--- src/rtl/rowseq_pkg.sv ---
package rowseq_pkg;
  typedef enum logic [2:0] {
    PH_IDLE   = 3'd0,
    PH_SETTLE = 3'd1,
    PH_PRE    = 3'd2,
    PH_CLR    = 3'd3,
    PH_POST   = 3'd4,
    PH_GAP    = 3'd5
  } phase_t;

  localparam int NUM_LEN = 4;
  localparam logic [1:0] SEL_SETTLE = 2'd0;
  localparam logic [1:0] SEL_SAMPLE = 2'd1;
  localparam logic [1:0] SEL_CLEAR  = 2'd2;
  localparam logic [1:0] SEL_GAP    = 2'd3;
endpackage

--- src/rtl/rowseq_timer.sv ---
module rowseq_timer
  import rowseq_pkg::*;
#(
  parameter int CNT_W = 8
) (
  input  logic             clk,
  input  logic             rst,
  input  phase_t           phase,
  input  logic             direct,
  input  logic             ext_step,
  input  logic             cfg_we,
  input  logic [1:0]       cfg_sel,
  input  logic [CNT_W-1:0] cfg_data,
  output logic             step
);
  logic [NUM_LEN-1:0][CNT_W-1:0] len_q;
  logic [CNT_W-1:0] cnt_q;
  logic [CNT_W-1:0] cur_len;
  logic idle;

  assign idle = (phase == PH_IDLE);

  always_ff @(posedge clk) begin
    if (rst) begin
      len_q <= '0;
    end else if (idle && cfg_we) begin
      len_q[cfg_sel] <= cfg_data;
    end
  end

  always_comb begin
    unique case (phase)
      PH_SETTLE:       cur_len = len_q[SEL_SETTLE];
      PH_PRE, PH_POST: cur_len = len_q[SEL_SAMPLE];
      PH_CLR:          cur_len = len_q[SEL_CLEAR];
      PH_GAP:          cur_len = len_q[SEL_GAP];
      default:         cur_len = '0;
    endcase
  end

  assign step = !idle && (direct ? ext_step : (cnt_q == cur_len));

  always_ff @(posedge clk) begin
    if (rst || idle || step) cnt_q <= '0;
    else                     cnt_q <= cnt_q + CNT_W'(1);
  end


  cfg_locked_chk: assert property (@(posedge clk) disable iff (rst)
    (!idle && cfg_we) |=> $stable(len_q));
endmodule

--- src/rtl/rowseq_fsm.sv ---
module rowseq_fsm
  import rowseq_pkg::*;
#(
  parameter int ROWS  = 64,
  parameter int ROW_W = $clog2(ROWS)
) (
  input  logic             clk,
  input  logic             rst,
  input  logic             start,
  input  logic             chain_in,
  input  logic             dir_down,
  input  logic             chain_en,
  input  logic             mode_direct,
  input  logic             step,
  output phase_t           phase,
  output logic [ROW_W-1:0] row,
  output logic             direct_q,
  output logic             frame_done,
  output logic             chain_out
);
  localparam logic [ROW_W-1:0] TOP_ROW = ROW_W'(ROWS - 1);

  logic dir_q, chain_q, last_row;

  assign last_row = dir_q ? (row == '0) : (row == TOP_ROW);

  always_ff @(posedge clk) begin
    if (rst) begin
      phase      <= PH_IDLE;
      row        <= '0;
      dir_q      <= 1'b0;
      direct_q   <= 1'b0;
      chain_q    <= 1'b0;
      frame_done <= 1'b0;
      chain_out  <= 1'b0;
    end else begin
      frame_done <= 1'b0;
      chain_out  <= 1'b0;
      unique case (phase)
        PH_IDLE: if (start || chain_in) begin
          phase    <= PH_SETTLE;
          dir_q    <= dir_down;
          direct_q <= mode_direct;
          chain_q  <= chain_en;
          row      <= dir_down ? TOP_ROW : '0;
        end
        PH_SETTLE: if (step) phase <= PH_PRE;
        PH_PRE:    if (step) phase <= PH_CLR;
        PH_CLR:    if (step) phase <= PH_POST;
        PH_POST:   if (step) phase <= PH_GAP;
        PH_GAP: if (step) begin
          if (last_row) begin
            phase      <= PH_IDLE;
            frame_done <= !chain_q;
            chain_out  <= chain_q;
          end else begin
            phase <= PH_SETTLE;
            row   <= dir_q ? row - ROW_W'(1) : row + ROW_W'(1);
          end
        end
        default: phase <= PH_IDLE;
      endcase
    end
  end


  row_adjacent_chk: assert property (@(posedge clk) disable iff (rst)
    (phase != PH_IDLE && $past(phase) != PH_IDLE && row != $past(row))
      |-> (row == $past(row) + ROW_W'(1) || row == $past(row) - ROW_W'(1)));
endmodule

--- src/rtl/rowseq_decode.sv ---
module rowseq_decode
  import rowseq_pkg::*;
#(
  parameter int ROWS  = 64,
  parameter int ROW_W = $clog2(ROWS)
) (
  input  phase_t           phase,
  input  logic [ROW_W-1:0] row,
  output logic [ROWS-1:0]  gate_on,
  output logic [ROWS-1:0]  clear_on
);
  logic gate_phase, clr_phase;

  assign gate_phase = (phase == PH_SETTLE) || (phase == PH_PRE) ||
                      (phase == PH_CLR) || (phase == PH_POST);
  assign clr_phase  = (phase == PH_CLR);

  for (genvar i = 0; i < ROWS; i++) begin : g_row
    logic hit;
    assign hit         = (row == ROW_W'(i));
    assign gate_on[i]  = gate_phase && hit;
    assign clear_on[i] = clr_phase && hit;
  end
endmodule

--- src/rtl/rowseq_ctrl.sv ---
module rowseq_ctrl
  import rowseq_pkg::*;
#(
  parameter int ROWS  = 64,
  parameter int CNT_W = 8
) (
  input  logic                    clk,
  input  logic                    rst,
  input  logic                    start,
  input  logic                    chain_in,
  input  logic                    dir_down,
  input  logic                    chain_en,
  input  logic                    mode_direct,
  input  logic                    ext_step,
  input  logic                    cfg_we,
  input  logic [1:0]              cfg_sel,
  input  logic [CNT_W-1:0]        cfg_data,
  output logic [ROWS-1:0]         gate_on,
  output logic [ROWS-1:0]         clear_on,
  output logic                    sample_pre,
  output logic                    sample_post,
  output logic [$clog2(ROWS)-1:0] row_idx,
  output logic                    busy,
  output logic                    frame_done,
  output logic                    chain_out
);
  localparam int ROW_W = $clog2(ROWS);

  phase_t phase;
  logic step, direct_q;

  rowseq_timer #(.CNT_W(CNT_W)) u_timer (
    .clk(clk), .rst(rst), .phase(phase), .direct(direct_q),
    .ext_step(ext_step), .cfg_we(cfg_we), .cfg_sel(cfg_sel),
    .cfg_data(cfg_data), .step(step)
  );

  rowseq_fsm #(.ROWS(ROWS), .ROW_W(ROW_W)) u_fsm (
    .clk(clk), .rst(rst), .start(start), .chain_in(chain_in),
    .dir_down(dir_down), .chain_en(chain_en), .mode_direct(mode_direct),
    .step(step), .phase(phase), .row(row_idx), .direct_q(direct_q),
    .frame_done(frame_done), .chain_out(chain_out)
  );

  rowseq_decode #(.ROWS(ROWS), .ROW_W(ROW_W)) u_dec (
    .phase(phase), .row(row_idx), .gate_on(gate_on), .clear_on(clear_on)
  );

  assign sample_pre  = (phase == PH_PRE);
  assign sample_post = (phase == PH_POST);
  assign busy        = (phase != PH_IDLE);


  one_row_chk: assert property (@(posedge clk) disable iff (rst)
    $onehot0(gate_on));

  clr_gate_chk: assert property (@(posedge clk) disable iff (rst)
    (|clear_on) |-> ((clear_on & gate_on) == clear_on));

  strobe_gate_chk: assert property (@(posedge clk) disable iff (rst)
    (sample_pre || sample_post) |-> ((|gate_on) && !(sample_pre && sample_post)));

  gap_before_move_chk: assert property (@(posedge clk) disable iff (rst)
    (busy && $past(busy) && row_idx != $past(row_idx)) |-> ($past(gate_on) == '0));

  end_pulse_chk: assert property (@(posedge clk) disable iff (rst)
    (frame_done || chain_out) |-> (!busy && !(frame_done && chain_out)));
endmodule

--- config.mk ---
export PLATFORM = sky130hd
export DESIGN_NAME = rowseq_ctrl
export DESIGN_NICKNAME = d
export VERILOG_FILES = /design/src/rtl/rowseq_pkg.sv /design/src/rtl/rowseq_timer.sv /design/src/rtl/rowseq_fsm.sv /design/src/rtl/rowseq_decode.sv /design/src/rtl/rowseq_ctrl.sv
export SDC_FILE = /design/constraint.sdc
export NUM_CORES = 1
export LEC_CHECK = 0
export BUFFER_PORTS_ARGS = -buffer_cell sky130_fd_sc_hd__buf_2
export CAP_MARGIN = 40
export CELL_PAD_IN_SITES_DETAIL_PLACEMENT = 1
export CELL_PAD_IN_SITES_GLOBAL_PLACEMENT = 1
export CORE_MARGIN = 2
export CORE_UTILIZATION = 30
export DETAILED_ROUTE_END_ITERATION = 12
export PLACE_DENSITY_LB_ADDON = 0.1
export SETUP_SLACK_MARGIN = 0.5
export SLEW_MARGIN = 20
export SYNTH_ARGS = -nofsm -noshare
export SYNTH_HDL_FRONTEND = slang
export SYNTH_SLANG_ARGS = --single-unit
--- constraint.sdc ---
create_clock -name clk -period 2.5 [get_ports clk]
set_input_delay 0.125 -clock clk [delete_from_list [all_inputs] [get_ports clk]]
set_output_delay 0.125 -clock clk [all_outputs]
set_load 0.005 [all_outputs]
==> results by group, run 1 <==
Route
  – Vias: 4630
  – DR iter-0 viols: 282
  – Avg Vias per Cell: 5.22
  – Remaining antenna violation count: 0
  – Wire per inst: 19.3 microns
  – DRC Markers: 0
  – Final WL: 17200 microns
  – Drt first pass iters: 5

Floorplanning
  – Die Area: 13100 sq um
  – Die Ht: 114 microns
  – Row Count: 40
  – Die Wd: 114 microns
  – Top Ports: 158
  – Initial core utilization: 30.5%
  – CORE AREA: 12000 sq um

Logic synthesis
  – Yosys warns: 0
  – Syn nets: 547
  – Seq/Total Area, Yosys: 29.6%
  – Distinct cells, synth: 57
  – Post-synth EDFFs: 0
  – Cells after synthesis: 522
  – Most common flop cell mapped by yosys: dfxtp_1
  – Seq cells post-synth: 54
  – Synthesized area per cell: 6.98 sq um
  – Post-synth top cells: nor2_1, dfxtp_1, mux2i_1
  – Post-synth top area share: 29.6%
  – Netlist area before placement: 3650 sq um
  – Top cells by area, synth: dfxtp_1, nor2_1, mux2i_1, nand2_1, clkbuf_1
  – Most frequent cell after synthesis: nor2_1
  – Post-synthesis async set-or-reset flop share: 0%
  – Yosys top cell by area: dfxtp_1

Run status
  – Outcome: complete, but fails checks
  – Failing checks: setup timing

Timing
  – Final setup margin: -0.211 ns
  – Final period utilization: 108%
  – Pins Over Slew Limit: 0
  – Min Tclk post-route: 2.71 ns
  – Max Clock Skew: 0.0111 ns
  – FMAX: 369 MHz
  – Final hold viol count: 0
  – Worst slew pin tran: 0.743 ns
  – # setup viols final: 19
  – Slew HR: 50.3%
  – Setup repair after global routing missed its margin: yes

Clocking
  – Sink Count: 54
  – Clock Tree Buf Depth: 2
  – CTS Buf Count: 5
  – Clk slew on worst S/H paths: 0.09 ns
  – CTS Hold Bufs: 0
  – Worst-Skew Late Latency: 0.30 ns
  – CTS tree: built
  – CTS HTree Levels: 2
  – Root Buffer Master: clkbuf_16

Worst setup path
  – Worst endpoint data arrival time: 2.89 ns
  – Critical Path RT: 2.68 ns
  – Max incr delay on CP: 0.55 ns
  – Buf/Inv on CP: 0
  – Worst Setup End Kind: register
  – Top delay family on crit path: simple AND/OR/NAND/NOR gates
  – Worst path cell trace: nor2b_4 -> a2111oi_4 -> o32ai_2 -> nor4_1 -> or4b_4 -> or4_4 -> a22oi_2 -> o32ai_1
  – CP Max Fanout: 5
  – Setup crit start kind: register
  – Critical-path top delay cell: or4_4
  – Type of the worst setup path: register to register

Cells and area
  – N_diodes: 0
  – Fillcell total: 1508
  – Sequential standard cell area: 1100 sq um
  – Share of layout cells above drive strength 1: 46.8%
  – Nets: 764
  – Area of the multi-input gates: 2820 sq um
  – Area delta synth->final: 62.4%
  – Util after Layout: 49.5%

Worst hold path
  – Hold crit path type: input port to register

GRT
  – Number of global-route vias before repair: 4672
  – GRT Residual Overflow: 0
  – First-pass GRT wire length: 25700 microns
  – Largest net degree at the start of global routing: 40
  – Number of antenna violations at the first check in global routing: 0
  – Total track usage: 25.0%

Placed design
  – IO buf count: 157
  – Post-DP HPWL: 12800 microns
  – Placer Congestion: 0.893

Power and ir drop
  – Static leakage: 2.78 nW
  – Total Power: 0.00481 W
  – Power Density: 813 nW/um^2
  – Maximum vdd drop: 0.428 mV

Run
  – Max_cap viols: 0
power breakdown:
group          total, W  internal (W)  switching (W)  leakage, nW
Sequential      0.00111      0.000969       0.000141        0.444
Combinational   0.00284       0.00128        0.00156         2.25
Clock          0.000863      0.000482       0.000381       0.0819
tightest hold or removal path, cell delays in order:
cell and delay (ns):
buf_2 0.08, mux2i_1 0.06, nor2_1 0.07
what timing repair did:
action                     in CTS  in global routing
setup endpoints to repair     147                143
setup buffers                  11                  1
cloned                          2                  1
pin swaps                       9                 20
gates resized for setup        48                103
through the flow:
stage                     setup slack (ns)  TNS, ns  cell area, sq um  hold slack [ns]  cells
final                               -0.211    -2.04              5920           0.0559    887
after CTS                           -0.150   -0.869              5510           0.0606    885
after floorplan                     0.0246        0              3700            0.269    522
after global routing                -0.326    -4.46              5920           0.0638    887
after detailed placement            -0.268    -2.90              5050            0.378    864
after global placement              -0.190    -1.66              5050            0.361    864
path summary, 6_finish.rpt:
path / startpoint / end / slack (ns) / depth (start not counted)
worst max-delay path: u_timer.len_q[14]$_SDFFE_PP0P_ / u_fsm.row[5]$_SDFFE_PP0P_ / -0.21 / 8
worst min-delay path: chain_en / u_fsm.chain_q$_SDFFE_PP0P_ / 0.06 / 3
worst max register to register: u_timer.len_q[14]$_SDFFE_PP0P_ / u_fsm.row[5]$_SDFFE_PP0P_ / -0.21 / 8
worst min register to register: u_fsm.chain_q$_SDFFE_PP0P_ / u_fsm.frame_done$_SDFF_PP0_ / 0.45 / 1
cell families after synthesis:
logic type / share of synthesized area, %
DFF: 29.7
xor gates and xnor gates: 2.68
and+or+nand+nor: 34.8
adders and majority gates: 2.06
buffers and inverters: 5.59
muxes: 11.0
AOI/OAI and AO/OA: 14.2
metal layers:
metal / global-route usage (%) / routed length, microns / vias up
li1: - / - / 2208
met1: 30.3 / 7240 / 2283
met2: 47.2 / 9010 / 113
met3: 3.02 / 592 / 26
met4: 5.37 / 315 / 0
met5: 0 / 0 / -
area by class of cell:
| type | instances | area share, % |
|---|---|---|
| flip-flops and latches | 54 | 18.6 |
| clock buffers | 5 | 2.11 |
| clock inverters | 3 | 0.824 |
| repair buffers | 240 | 26.4 |
| well taps | 147 | 3.11 |
| inverters | 20 | 1.31 |
| multi-input cells | 418 | 47.7 |
cell usage in the layout, fill, tap and decap left out, drive strengths merged, types with 6 or more instances in the layout:
master	n
nor3	7
xnor2	6
o21ai	6
nand3	15
a21oi	13
dfxtp	54
buf	240
o32ai	6
nor2	200
nand2	34
mux2i	40
inv	21
nor2b	14
ha	6
o22ai	6
sequential cells by signal (all words and copies together) (netlist names):
name	cells
u_timer.cnt_q	8
u_fsm.chain_q	1
u_fsm.chain_out	1
u_fsm.frame_done	1
u_fsm.phase	3
u_timer.len_q	32
u_fsm.row	6
u_fsm.dir_q	1
u_fsm.direct_q	1
No activity file was read; power rests on OpenSTA's default activity.
==> run 2: changes to the inputs <==
--- a/config.mk
+++ b/config.mk
@@ -5,12 +5,12 @@
 export SDC_FILE = /design/constraint.sdc
 export NUM_CORES = 1
 export LEC_CHECK = 0
-export BUFFER_PORTS_ARGS = -buffer_cell sky130_fd_sc_hd__buf_2
+export BUFFER_PORTS_ARGS = -buffer_cell sky130_fd_sc_hd__clkbuf_2
 export CAP_MARGIN = 40
 export CELL_PAD_IN_SITES_DETAIL_PLACEMENT = 1
 export CELL_PAD_IN_SITES_GLOBAL_PLACEMENT = 1
 export CORE_MARGIN = 2
-export CORE_UTILIZATION = 30
+export CORE_UTILIZATION = 33
 export DETAILED_ROUTE_END_ITERATION = 12
 export PLACE_DENSITY_LB_ADDON = 0.1
 export SETUP_SLACK_MARGIN = 0.5
==> constraint.sdc (replaced) <==
create_clock -name clk -period 2.6 [get_ports clk]
set_input_delay 0.13 -clock clk [delete_from_list [all_inputs] [get_ports clk]]
set_output_delay 0.13 -clock clk [all_outputs]
set_load 0.005 [all_outputs]
==> results by group, run 2 (synthesis results as in run 1) <==
Floorplanning
  – Die Wd: 109 microns (-4.5%)
  – Top Ports: 158 (unchanged)
  – Die Ht: 109 microns (-4.5%)
  – CORE AREA: 10800 sq um (-9.8%)
  – Die Area: 11900 sq um (-8.8%)
  – Row Count: 38 (-5.0%)
  – Initial core utilization: 33.8% (+3.3 points)

Worst setup path
  – RR Endpoint: u_fsm.row[2]$_SDFFE_PP0P_
  – Critical Path RT: 2.79 ns (+0.11 ns)
  – R2R depth: 9 (+1)
  – CP Max Fanout: 5 (unchanged)
  – Worst Setup End Kind: register
  – FF-to-FF Start: u_fsm.phase[1]$_SDFFE_PP0P_
  – Max incr delay on CP: 0.59 ns (+0.04 ns)
  – End point of the critical path: u_fsm.row[2]$_SDFFE_PP0P_
  – R2R Setup Slk: -0.15 ns (+0.06 ns)
  – Worst endpoint data arrival time: 2.95 ns (+0.06 ns)
  – Type of the worst setup path: register to register
  – Worst path cell trace: buf_4 -> mux2i_1 -> or3_1 -> nand3_1 -> nand4_1 -> or4b_4 -> or4_4 -> a22oi_2 -> o32ai_1
  – Critical path origin: u_fsm.phase[1]$_SDFFE_PP0P_
  – Critical-path top delay cell: or4_4
  – Setup crit start kind: register

Power and ir drop
  – Reg power frac: 24.8% (+1.7 points)
  – Maximum vdd drop: 0.593 mV (+39%)
  – Switching part of the total: 47.6% (+4.3 points)
  – Power Density: 750 nW/um^2 (-7.7%)
  – Int Pwr: 0.00233 W (-15%)
  – Net Sw Power: 0.00211 W (+1.5%)
  – Static leakage: 2.59 nW (-6.7%)
  – Comb pwr share: 64.5% (+5.5 points)
  – Clock power frac: 10.7% (-7.2 points)

Route
  – Drt first pass iters: 5 (unchanged)
  – Remaining antenna violation count: 0 (unchanged)
  – Vias: 4701 (+1.5%)
  – DR iter-0 viols: 258 (-8.5%)
  – DRC Markers: 0 (unchanged)
  – Wire per inst: 19.4 microns (+0.19%)
  – Final WL: 17000 microns (-1.0%)
  – Avg Vias per Cell: 5.37 (+2.8%)

Placed design
  – Placer Congestion: 0.900 (+0.77%)
  – IO buf count: 157 (unchanged)
  – Post-DP HPWL: 12200 microns (-4.6%)
  – Placed Cells: 849 (-1.7%)

Timing
  – Pins Over Slew Limit: 0 (unchanged)
  – Setup repair after global routing missed its margin: yes
  – Final period utilization: 106% (-2.5 points)
  – Worst slew pin tran: 0.761 ns (+0.0183 ns)
  – Max Clock Skew: 0.00722 ns (-0.00393 ns)
  – Slew HR: 49.1% (-1.2 points)
  – Min Tclk post-route: 2.75 ns (+0.0431 ns)
  – Final hold viol count: 0 (unchanged)
  – FMAX: 363 MHz (-1.6%)
  – # setup viols final: 14 (-5)
  – Final setup margin: -0.154 ns (+0.0569 ns)

Clocking
  – CTS HTree Levels: 2 (unchanged)
  – Worst-Skew Late Latency: 0.31 ns (about the same)
  – CTS Buf Count: 5 (unchanged)
  – CTS tree: built
  – Clock Tree Buf Depth: 2 (unchanged)
  – Clk slew on worst S/H paths: 0.10 ns (about the same)
  – Sink Count: 54 (unchanged)
  – Root Buffer Master: clkbuf_8

Cells and area
  – Share of layout cells above drive strength 1: 48.0% (+1.2 points)
  – Util after Layout: 54.9% (+5.4 points)
  – Nets: 760 (-0.52%)
  – Max FFs per register: 32 (unchanged)
  – Biggest regs: u_timer.len_q (32), u_timer.cnt_q (8), u_fsm.row (6)
  – N_diodes: 0 (unchanged)
  – Final Non-Filler Cells: 876 (-1.2%)
  – Most flops, register: u_timer.len_q
  – Area delta synth->final: 62.4% (about the same)
  – Commonest cells after routing, fill and taps aside: nor2_1, clkbuf_2, buf_4
  – Fillcell total: 1381 (-8.4%)

Worst hold path
  – Hold crit path type: input port to register
  – Hold path start: mode_direct

GRT
  – GRT Residual Overflow: 0 (unchanged)
  – Largest net degree at the start of global routing: 34 (-15%)
  – Number of global-route vias before repair: 4297 (-8.0%)
  – Total track usage: 25.2% (+0.17 points)
  – Number of antenna violations at the first check in global routing: 0 (unchanged)
  – First-pass GRT wire length: 23500 microns (-8.4%)

Run status
  – Failing checks: setup timing
  – Outcome: complete, but fails checks

Run
  – Max_cap viols: 0 (unchanged)
-- run 2: cell count changes in the layout (fill, tap and decap cells not counted), moves of 5 or more --
cell	previous run	this run
clkbuf_8	0	5
clkbuf_16	5	0
buf_6	21	11
clkbuf_2	0	143
nand2_8	2	8
nor2_4	22	38
buf_2	151	12
nand2_2	9	4
nor2_1	163	143
-- run 2: final cells by class --
class / count / area (sq um) / share of cell area [%]
clock buffers: 7 / 76.3 / 1.29
clock inverters: 1 / 7.51 / 0.127
inverters: 20 / 77.6 / 1.31
multi-input cells: 421 / 3030 / 51.1
flip-flops and latches: 54 / 1110 / 18.7
well taps: 140 / 175 / 2.96
repair buffers: 233 / 1450 / 24.5
-- run 2: worst min path at each step --
stage	to	cells past startpoint
after global routing	u_fsm.chain_q$_SDFFE_PP0P_	3
after floorplan	u_timer.len_q[10]$_SDFFE_PP0P_	2
final	u_fsm.direct_q$_SDFFE_PP0P_	3
after detailed placement	u_fsm.direct_q$_SDFFE_PP0P_	3
after global placement	u_fsm.direct_q$_SDFFE_PP0P_	3
after CTS	u_fsm.direct_q$_SDFFE_PP0P_	3
-- run 2: critical path: cells and delay by family, from the launching register on --
family          cells  cell delay [ns]
simple gates        5             1.69
flops               1             0.39
buf+inv             1             0.14
compound gates      2             0.31
mux                 1             0.10
-- run 2: power by group through the flow --
stage                     registers (W)  clock network, W  logic [W]
after global routing            0.00112          0.000523    0.00306
after CTS                       0.00107          0.000490    0.00216
after global placement          0.00108                 0    0.00184
final                           0.00110          0.000475    0.00287
after detailed placement        0.00109                 0    0.00190
after floorplan                 0.00102                 0    0.00120
-- run 2: timing repair --
action | CTS | global route
pin swaps | 7 | 21
gates resized for setup | 39 | 159
hold buffers | 0 | 0
endpoints found under the hold margin | 0 | 0
buffers inserted | 3 | 10
cloned | 0 | 6
endpoints found under the setup margin | 158 | 144
-- run 2: routing by layer --
layer | wire, microns | GRT usage, %
met1 | 7650 | 34.9
met2 | 8460 | 42.6
met3 | 653 | 2.45
met4 | 223 | 4.76
met5 | 0 | 0
-- run 2: metrics by stage --
stage	hold WS [ns]	area, sq um	total power [W]	setup slack [ns]	TNS (ns)
global route	0.102	5920	0.00470	-0.286	-3.53
finish	0.0648	5920	0.00444	-0.154	-1.02
global placement	0.372	4980	0.00292	-0.121	-0.554
CTS	0.0708	5240	0.00372	-0.129	-0.863
floorplan	0.274	3700	0.00222	0.125	0
detailed placement	0.389	4980	0.00299	-0.211	-1.20
